File: src/rtl/acg_pkg.sv
package acg_pkg;
  localparam int unsigned ACG_DIV_W = 8;
  localparam int unsigned ACG_CNT_W = ACG_DIV_W + 1;

  typedef struct packed {
    logic [ACG_DIV_W-1:0] div;
    logic                 odd;
    logic                 ch32;
    logic                 mclk_oe;
  } acg_cfg_t;

  function automatic logic [ACG_CNT_W-1:0] acg_ratio(input logic [ACG_DIV_W-1:0] d,
                                                     input logic odd);
    if (d == '0) return ACG_CNT_W'(1);
    return {d, 1'b0} + ACG_CNT_W'(odd);
  endfunction

  function automatic logic [ACG_CNT_W-1:0] acg_high_len(input logic [ACG_DIV_W-1:0] d,
                                                        input logic odd);
    return ACG_CNT_W'(d) + ACG_CNT_W'(odd);
  endfunction
endpackage

File: src/rtl/acg_prescaler.sv
module acg_prescaler #(
  parameter int unsigned CW = 9
) (
  input  logic          clk,
  input  logic          rst_n,
  input  logic          active,
  input  logic [CW-1:0] ratio,
  input  logic [CW-1:0] high_len,
  output logic          tick,
  output logic          lvl
);
  logic [CW-1:0] cnt_q, cnt_d;
  logic          at_end;

  assign at_end = (cnt_q == ratio - CW'(1));

  always_comb begin
    cnt_d = cnt_q;
    if (!active)     cnt_d = '0;
    else if (at_end) cnt_d = '0;
    else             cnt_d = cnt_q + CW'(1);
  end

  always_ff @(posedge clk or negedge rst_n) begin
    if (!rst_n) cnt_q <= '0;
    else        cnt_q <= cnt_d;
  end

  assign tick = active && at_end;
  assign lvl  = active && (cnt_q < high_len);

  // for ratios above one, two prescaler ticks never fall on adjacent cycles
  a_r2_tick_spacing: assert property (@(posedge clk) disable iff (!rst_n)
    (tick && ratio > CW'(1)) |=> !tick);
endmodule

File: src/rtl/acg_bitdiv.sv
module acg_bitdiv #(
  parameter int unsigned MCLK_PER_BIT = 4
) (
  input  logic clk,
  input  logic rst_n,
  input  logic active,
  input  logic presc_tick,
  input  logic mclk_mode,
  output logic bit_tick
);
  localparam int unsigned QW = (MCLK_PER_BIT > 1) ? $clog2(MCLK_PER_BIT) : 1;
  localparam logic [QW-1:0] QLAST = QW'(MCLK_PER_BIT - 1);

  logic [QW-1:0] q_q, q_d;
  logic          q_last;

  assign q_last = (q_q == QLAST);

  always_comb begin
    q_d = q_q;
    if (!active || !mclk_mode) q_d = '0;
    else if (presc_tick)       q_d = q_last ? '0 : q_q + QW'(1);
  end

  always_ff @(posedge clk or negedge rst_n) begin
    if (!rst_n) q_q <= '0;
    else        q_q <= q_d;
  end

  assign bit_tick = mclk_mode ? (presc_tick && q_last) : presc_tick;

  // in master-clock mode each bit strobe coincides with a prescaler tick
  a_r7_bit_on_presc: assert property (@(posedge clk) disable iff (!rst_n)
    bit_tick |-> presc_tick);
endmodule

File: src/rtl/acg_framer.sv
module acg_framer #(
  parameter int unsigned CH_SHORT = 16,
  parameter int unsigned CH_LONG  = 32
) (
  input  logic clk,
  input  logic rst_n,
  input  logic active,
  input  logic bit_tick,
  input  logic ch_long,
  output logic fsync
);
  localparam int unsigned BW = $clog2(CH_LONG);
  localparam logic [BW-1:0] LAST_S = BW'(CH_SHORT - 1);
  localparam logic [BW-1:0] LAST_L = BW'(CH_LONG - 1);

  logic [BW-1:0] bc_q, bc_d;
  logic          fs_q, fs_d;
  logic          boundary;

  assign boundary = bit_tick && (bc_q == (ch_long ? LAST_L : LAST_S));

  always_comb begin
    bc_d = bc_q;
    fs_d = fs_q;
    if (!active) begin
      bc_d = '0;
      fs_d = 1'b0;
    end else if (bit_tick) begin
      bc_d = boundary ? '0 : bc_q + BW'(1);
      if (boundary) fs_d = ~fs_q;
    end
  end

  always_ff @(posedge clk or negedge rst_n) begin
    if (!rst_n) begin
      bc_q <= '0;
      fs_q <= 1'b0;
    end else begin
      bc_q <= bc_d;
      fs_q <= fs_d;
    end
  end

  assign fsync = fs_q;

  // frame sync moves only after a bit strobe, or when the run stops
  a_r8_fsync_on_bit: assert property (@(posedge clk) disable iff (!rst_n)
    (!$stable(fs_q) && $past(active)) |-> $past(bit_tick));
  // stopping the run clears the frame sync
  a_r9_idle_quiet: assert property (@(posedge clk) disable iff (!rst_n)
    !active |=> !fs_q);
endmodule

File: src/rtl/audio_clkgen.sv
module audio_clkgen
  import acg_pkg::*;
#(
  parameter int unsigned DIV_MAX      = 255,
  parameter int unsigned MCLK_PER_BIT = 4,
  parameter int unsigned CH_SHORT     = 16,
  parameter int unsigned CH_LONG      = 32
) (
  input  logic                 clk,
  input  logic                 rst_n,
  input  logic                 enable,
  input  logic [ACG_DIV_W-1:0] cfg_div,
  input  logic                 cfg_odd,
  input  logic                 cfg_ch32,
  input  logic                 cfg_mclk_oe,
  output logic                 mclk_o,
  output logic                 bclk_en_o,
  output logic                 fsync_o,
  output logic                 err_o
);
  localparam logic [ACG_CNT_W-1:0] LIMIT = ACG_CNT_W'(DIV_MAX);

  acg_cfg_t cfg_q, cfg_d;
  logic     run_q, run_d;
  logic     illegal, active, bypass;
  logic [ACG_CNT_W-1:0] ratio, high_len;
  logic     presc_tick, presc_lvl, bit_tick;

  always_comb begin
    cfg_d = cfg_q;
    if (!enable) cfg_d = '{div: cfg_div, odd: cfg_odd, ch32: cfg_ch32, mclk_oe: cfg_mclk_oe};
    run_d = enable;
  end

  always_ff @(posedge clk or negedge rst_n) begin
    if (!rst_n) begin
      cfg_q <= '0;
      run_q <= 1'b0;
    end else begin
      cfg_q <= cfg_d;
      run_q <= run_d;
    end
  end

  assign illegal  = ((cfg_q.div == ACG_DIV_W'(1)) && cfg_q.odd) ||
                    (ACG_CNT_W'(cfg_q.div) > LIMIT);
  assign active   = run_q && !illegal;
  assign bypass   = (cfg_q.div == '0);
  assign ratio    = acg_ratio(cfg_q.div, cfg_q.odd);
  assign high_len = acg_high_len(cfg_q.div, cfg_q.odd);

  acg_prescaler #(.CW(ACG_CNT_W)) u_presc (
    .clk(clk), .rst_n(rst_n), .active(active), .ratio(ratio),
    .high_len(high_len), .tick(presc_tick), .lvl(presc_lvl)
  );

  acg_bitdiv #(.MCLK_PER_BIT(MCLK_PER_BIT)) u_bitdiv (
    .clk(clk), .rst_n(rst_n), .active(active), .presc_tick(presc_tick),
    .mclk_mode(cfg_q.mclk_oe), .bit_tick(bit_tick)
  );

  acg_framer #(.CH_SHORT(CH_SHORT), .CH_LONG(CH_LONG)) u_framer (
    .clk(clk), .rst_n(rst_n), .active(active), .bit_tick(bit_tick),
    .ch_long(cfg_q.ch32), .fsync(fsync_o)
  );

  assign mclk_o    = active && cfg_q.mclk_oe && (bypass ? clk : presc_lvl);
  assign bclk_en_o = bit_tick;
  assign err_o     = run_q && illegal;

  // the captured configuration does not move during a run
  a_r1_cfg_frozen: assert property (@(posedge clk) disable iff (!rst_n)
    (run_q && $past(run_q)) |-> $stable(cfg_q));
  // an illegal setting silences the strobe and frame sync
  a_r4_err_silent: assert property (@(posedge clk) disable iff (!rst_n)
    err_o |-> (!bclk_en_o && !fsync_o));
  // no error is reported while stopped
  a_r10_no_err_idle: assert property (@(posedge clk) disable iff (!rst_n)
    !run_q |-> !err_o);
endmodule

File: config.mk
export PLATFORM = sky130hd
export DESIGN_NAME = audio_clkgen
export DESIGN_NICKNAME = d
export VERILOG_FILES = /design/src/rtl/acg_pkg.sv /design/src/rtl/acg_prescaler.sv /design/src/rtl/acg_bitdiv.sv /design/src/rtl/acg_framer.sv /design/src/rtl/audio_clkgen.sv
export SDC_FILE = /design/constraint.sdc
export NUM_CORES = 1
export LEC_CHECK = 0
export BUFFER_PORTS_ARGS = -buffer_cell sky130_fd_sc_hd__buf_4
export CORE_MARGIN = 2
export CORE_UTILIZATION = 40
export DETAILED_ROUTE_END_ITERATION = 10
export GPL_TIMING_DRIVEN = 0
export SETUP_SLACK_MARGIN = 0.15
export SYNTH_ARGS = -nofsm -noshare
export SYNTH_HDL_FRONTEND = slang
export SYNTH_HIERARCHICAL = 1
export SYNTH_SLANG_ARGS = --single-unit
File: constraint.sdc
create_clock -name clk -period 9.69 [get_ports clk]
set_input_delay 2.907 -clock clk [delete_from_list [all_inputs] [get_ports clk]]
set_output_delay 2.907 -clock clk [all_outputs]
set_load 0.1 [all_outputs]
==> impl_metrics.toml <==
[drt]
wire_per_inst_um = 13.4
drtPass1Iterations = 4
drtIter0Drc = 67
ant_nets = 0
via_per_inst = 5.08
wl_um = 4190
drc_errors = 0
vias = 1591

[power]
power.leakage_nw = 1.11
switching_power_w = 0.0000966
p_total_w = 0.000364
pwr-share-seq = 0.371
p_int_w = 0.000267
switching_share = 0.266
cellPowerDensity_nw_per_um2 = 148
combinationalPowerShare = 0.172
ir_drop_mv = 0.0786
clock_power_share = 0.457

[worst_hold_path]
min_path_type = "register to register"
min_from = "u_bitdiv/q_q[1]"
whs_path_depth = 2
hold_end = "u_bitdiv/q_q[1]"

[timing]
hold_violations = 0
setup_tns_ns = 0
fin_hold_ws_ns = 0.538
rsz0062_at_grt = "false"
skew_ns = 0.00678
drv_slew = 0
worst_slew_pin_slew_ns = 0.833
setup_viol = 0
slew_headroom = 0.440

[logic_synthesis]
synth_edf_count = 0
syn_area_um2 = 2080
ys.warnings.count = 6
netlist_instances = 215
ys_seq_area_frac = 0.349
ys_ff_latch = 29
synth_nets = 243
avgSynthCellArea_um2 = 9.66
yosysUniqueCellTypes = 49
ys.flop_type = "dfrtp_1"
async_reset_ff_frac = 1.00

[worst_setup_path]
worst-setup-path-type = "clock port to output pin"
cp_top_family = "buffers and inverters"
slowest_stage = "buf_4"
arrival_ns = 5.46
worstReg2RegStart = "cfg_q[7]"
worst_r2r_path_depth = 14
critical_path.most_common_cell = "clkbuf_8"
cp_max_fo = 2
required_ns = 6.78
r2r_slack_ns = 5.24
cp-startpoint = "clk"
slowest_delay_ns = 0.24
cp-start-kind = "clock port"
r2r-end = "u_framer/fsync"
critPathBufInv = 3
worstPathCellList = "clkbuf_8 -> clkbuf_8 -> nand3_1 -> a211oi_1 -> buf_4"
cp-end-kind = "output pin"

[layout]
nets = 270
mostFrequentLayoutCells = "dfrtp_1, nand2_1, buf_4, nor2_1"
final_core_util = 0.483
drive_gt1_frac = 0.210
layout_commonest_cell = "dfrtp_1"
area.growth.synth_to_final_pct = 18.1
diodes = 0

[placement]
gp_congestion = 0.789
portBuffers = 17
dp_hpwl_um = 3080

[clocking]
cts-resized-gates = 0
cts_tree = "done"
ctsHoldBuffers = 0
clkLatencyLatePin_ns = 0.38
post_cts_buffers = 0
clk_pin_slew_ns = 0.06

[die]
die_w_um = 76.1
dieArea_um2 = 5790
dieHeight_um = 76.1
rows = 26
start_util = 0.409
core_um2 = 5070
io_pins = 18

[job]
max_cap_violations = 0

[global_routing]
antenna_found_initial = 0
grt_pass1_vias = 1661
grt_max_degree = 30
grt_first_pass_wirelength_um = 7530
grt_overflow = 0
grt_use_total = 0.165

[run_status]
status = "completed"
==> cell type report <==
type	instances	area, um2
Fill cell	496	2620
Multi-Input combinational cell	161	1240
Sequential cell	29	726
Clock buffer	10	131
Timing Repair Buffer	16	120
Tap cell	70	87.6
Buffer	14	73.8
Inverter	11	41.3
Clock inverter	2	37.5
==> registers in the layout, indices dropped and copies added, names as in the netlist <==
signal          count
run_q               1
u_presc/cnt_q       9
u_framer/fsync      1
u_bitdiv/q_q        2
u_framer/bc_q       5
cfg_q              11
==> tightest hold or removal path, delay by kind of cell, from the launching register on <==
family	cells	cell delay, ns
multiplexers	1	0.07
flip-flops	1	0.34
AND/OR/NAND/NOR	1	0.09
==> metrics by stage <==
stage                     setup slack [ns]  std cells  area, um2
final                                 1.33        313       2450
after global routing                  1.29        313       2450
after CTS                             1.32        313       2450
after detailed placement              1.59        302       2290
after global placement                1.59        302       2290
after floorplan                       1.34        215       2080
==> kinds of logic after synthesis <==
| family | count (synthesis) | synth area share |
|---|---|---|
| XOR/XNOR | 26 | 0.110 |
| flip-flops | 29 | 0.349 |
| buffers and inverters | 25 | 0.0554 |
| adder cells (fa/ha/maj) | 14 | 0.0843 |
| multiplexers | 13 | 0.0693 |
| AND/OR/NAND/NOR | 82 | 0.227 |
| AO/OA/AOI/OAI | 26 | 0.105 |
==> synthesized netlist by cell type, types with 2 or more instances <==
| cell | n | area, um2 |
|---|---|---|
| dfrtp_1 | 29 | 726 |
| nand2_1 | 17 | 63.8 |
| nor2_1 | 16 | 60.1 |
| ha_1 | 14 | 175 |
| xnor2_1 | 14 | 123 |
| xor2_1 | 12 | 105 |
| clkbuf_1 | 11 | 41.3 |
| inv_1 | 11 | 41.3 |
| mux2_2 | 11 | 124 |
| nand2b_1 | 6 | 37.5 |
| nand3_1 | 6 | 30.0 |
| nand4_1 | 5 | 31.3 |
| and2_1 | 4 | 25.0 |
| a21o_1 | 3 | 22.5 |
| a21oi_1 | 3 | 15.0 |
| and3_1 | 3 | 18.8 |
| nand3b_1 | 3 | 22.5 |
| nor2b_1 | 3 | 18.8 |
| o21ai_0 | 3 | 15.0 |
| a21boi_0 | 2 | 15.0 |
| a21boi_1 | 2 | 15.0 |
| and4_1 | 2 | 17.5 |
| buf_6 | 2 | 22.5 |
| mux2i_1 | 2 | 20.0 |
| nor3_1 | 2 | 10.0 |
| nor3b_1 | 2 | 15.0 |
| nor4_1 | 2 | 12.5 |
| o31ai_1 | 2 | 15.0 |
| or2_2 | 2 | 12.5 |
| or3b_1 | 2 | 17.5 |
==> worst max path at each step <==
stage	to	slack, ns	depth (start not counted)
CTS	mclk_o	1.32	5
global placement	mclk_o	1.59	3
floorplan	mclk_o	1.34	2
global route	mclk_o	1.29	5
detailed placement	mclk_o	1.59	3
finish	mclk_o	1.33	5
==> metal layers <==
layer | vias up | GRT usage | share of wire
met5 | - | 0 | 0
li1 | 802 | - | -
met4 | 0 | 0.0800 | 0.020
met2 | 27 | 0.266 | 0.46
met3 | 9 | 0.0509 | 0.034
met1 | 753 | 0.200 | 0.49
==> power groups by stage <==
stage | Sequential, W | Clock [W] | Combinational, W
after floorplan | 0.000135 | 0.00000201 | 0.0000471
after global placement | 0.000137 | 0.00000236 | 0.0000614
after detailed placement | 0.000137 | 0.00000236 | 0.0000629
after CTS | 0.000135 | 0.000172 | 0.0000634
after global routing | 0.000136 | 0.000176 | 0.0000708
final | 0.000135 | 0.000166 | 0.0000625
No activity file was read; power rests on OpenSTA's default activity.
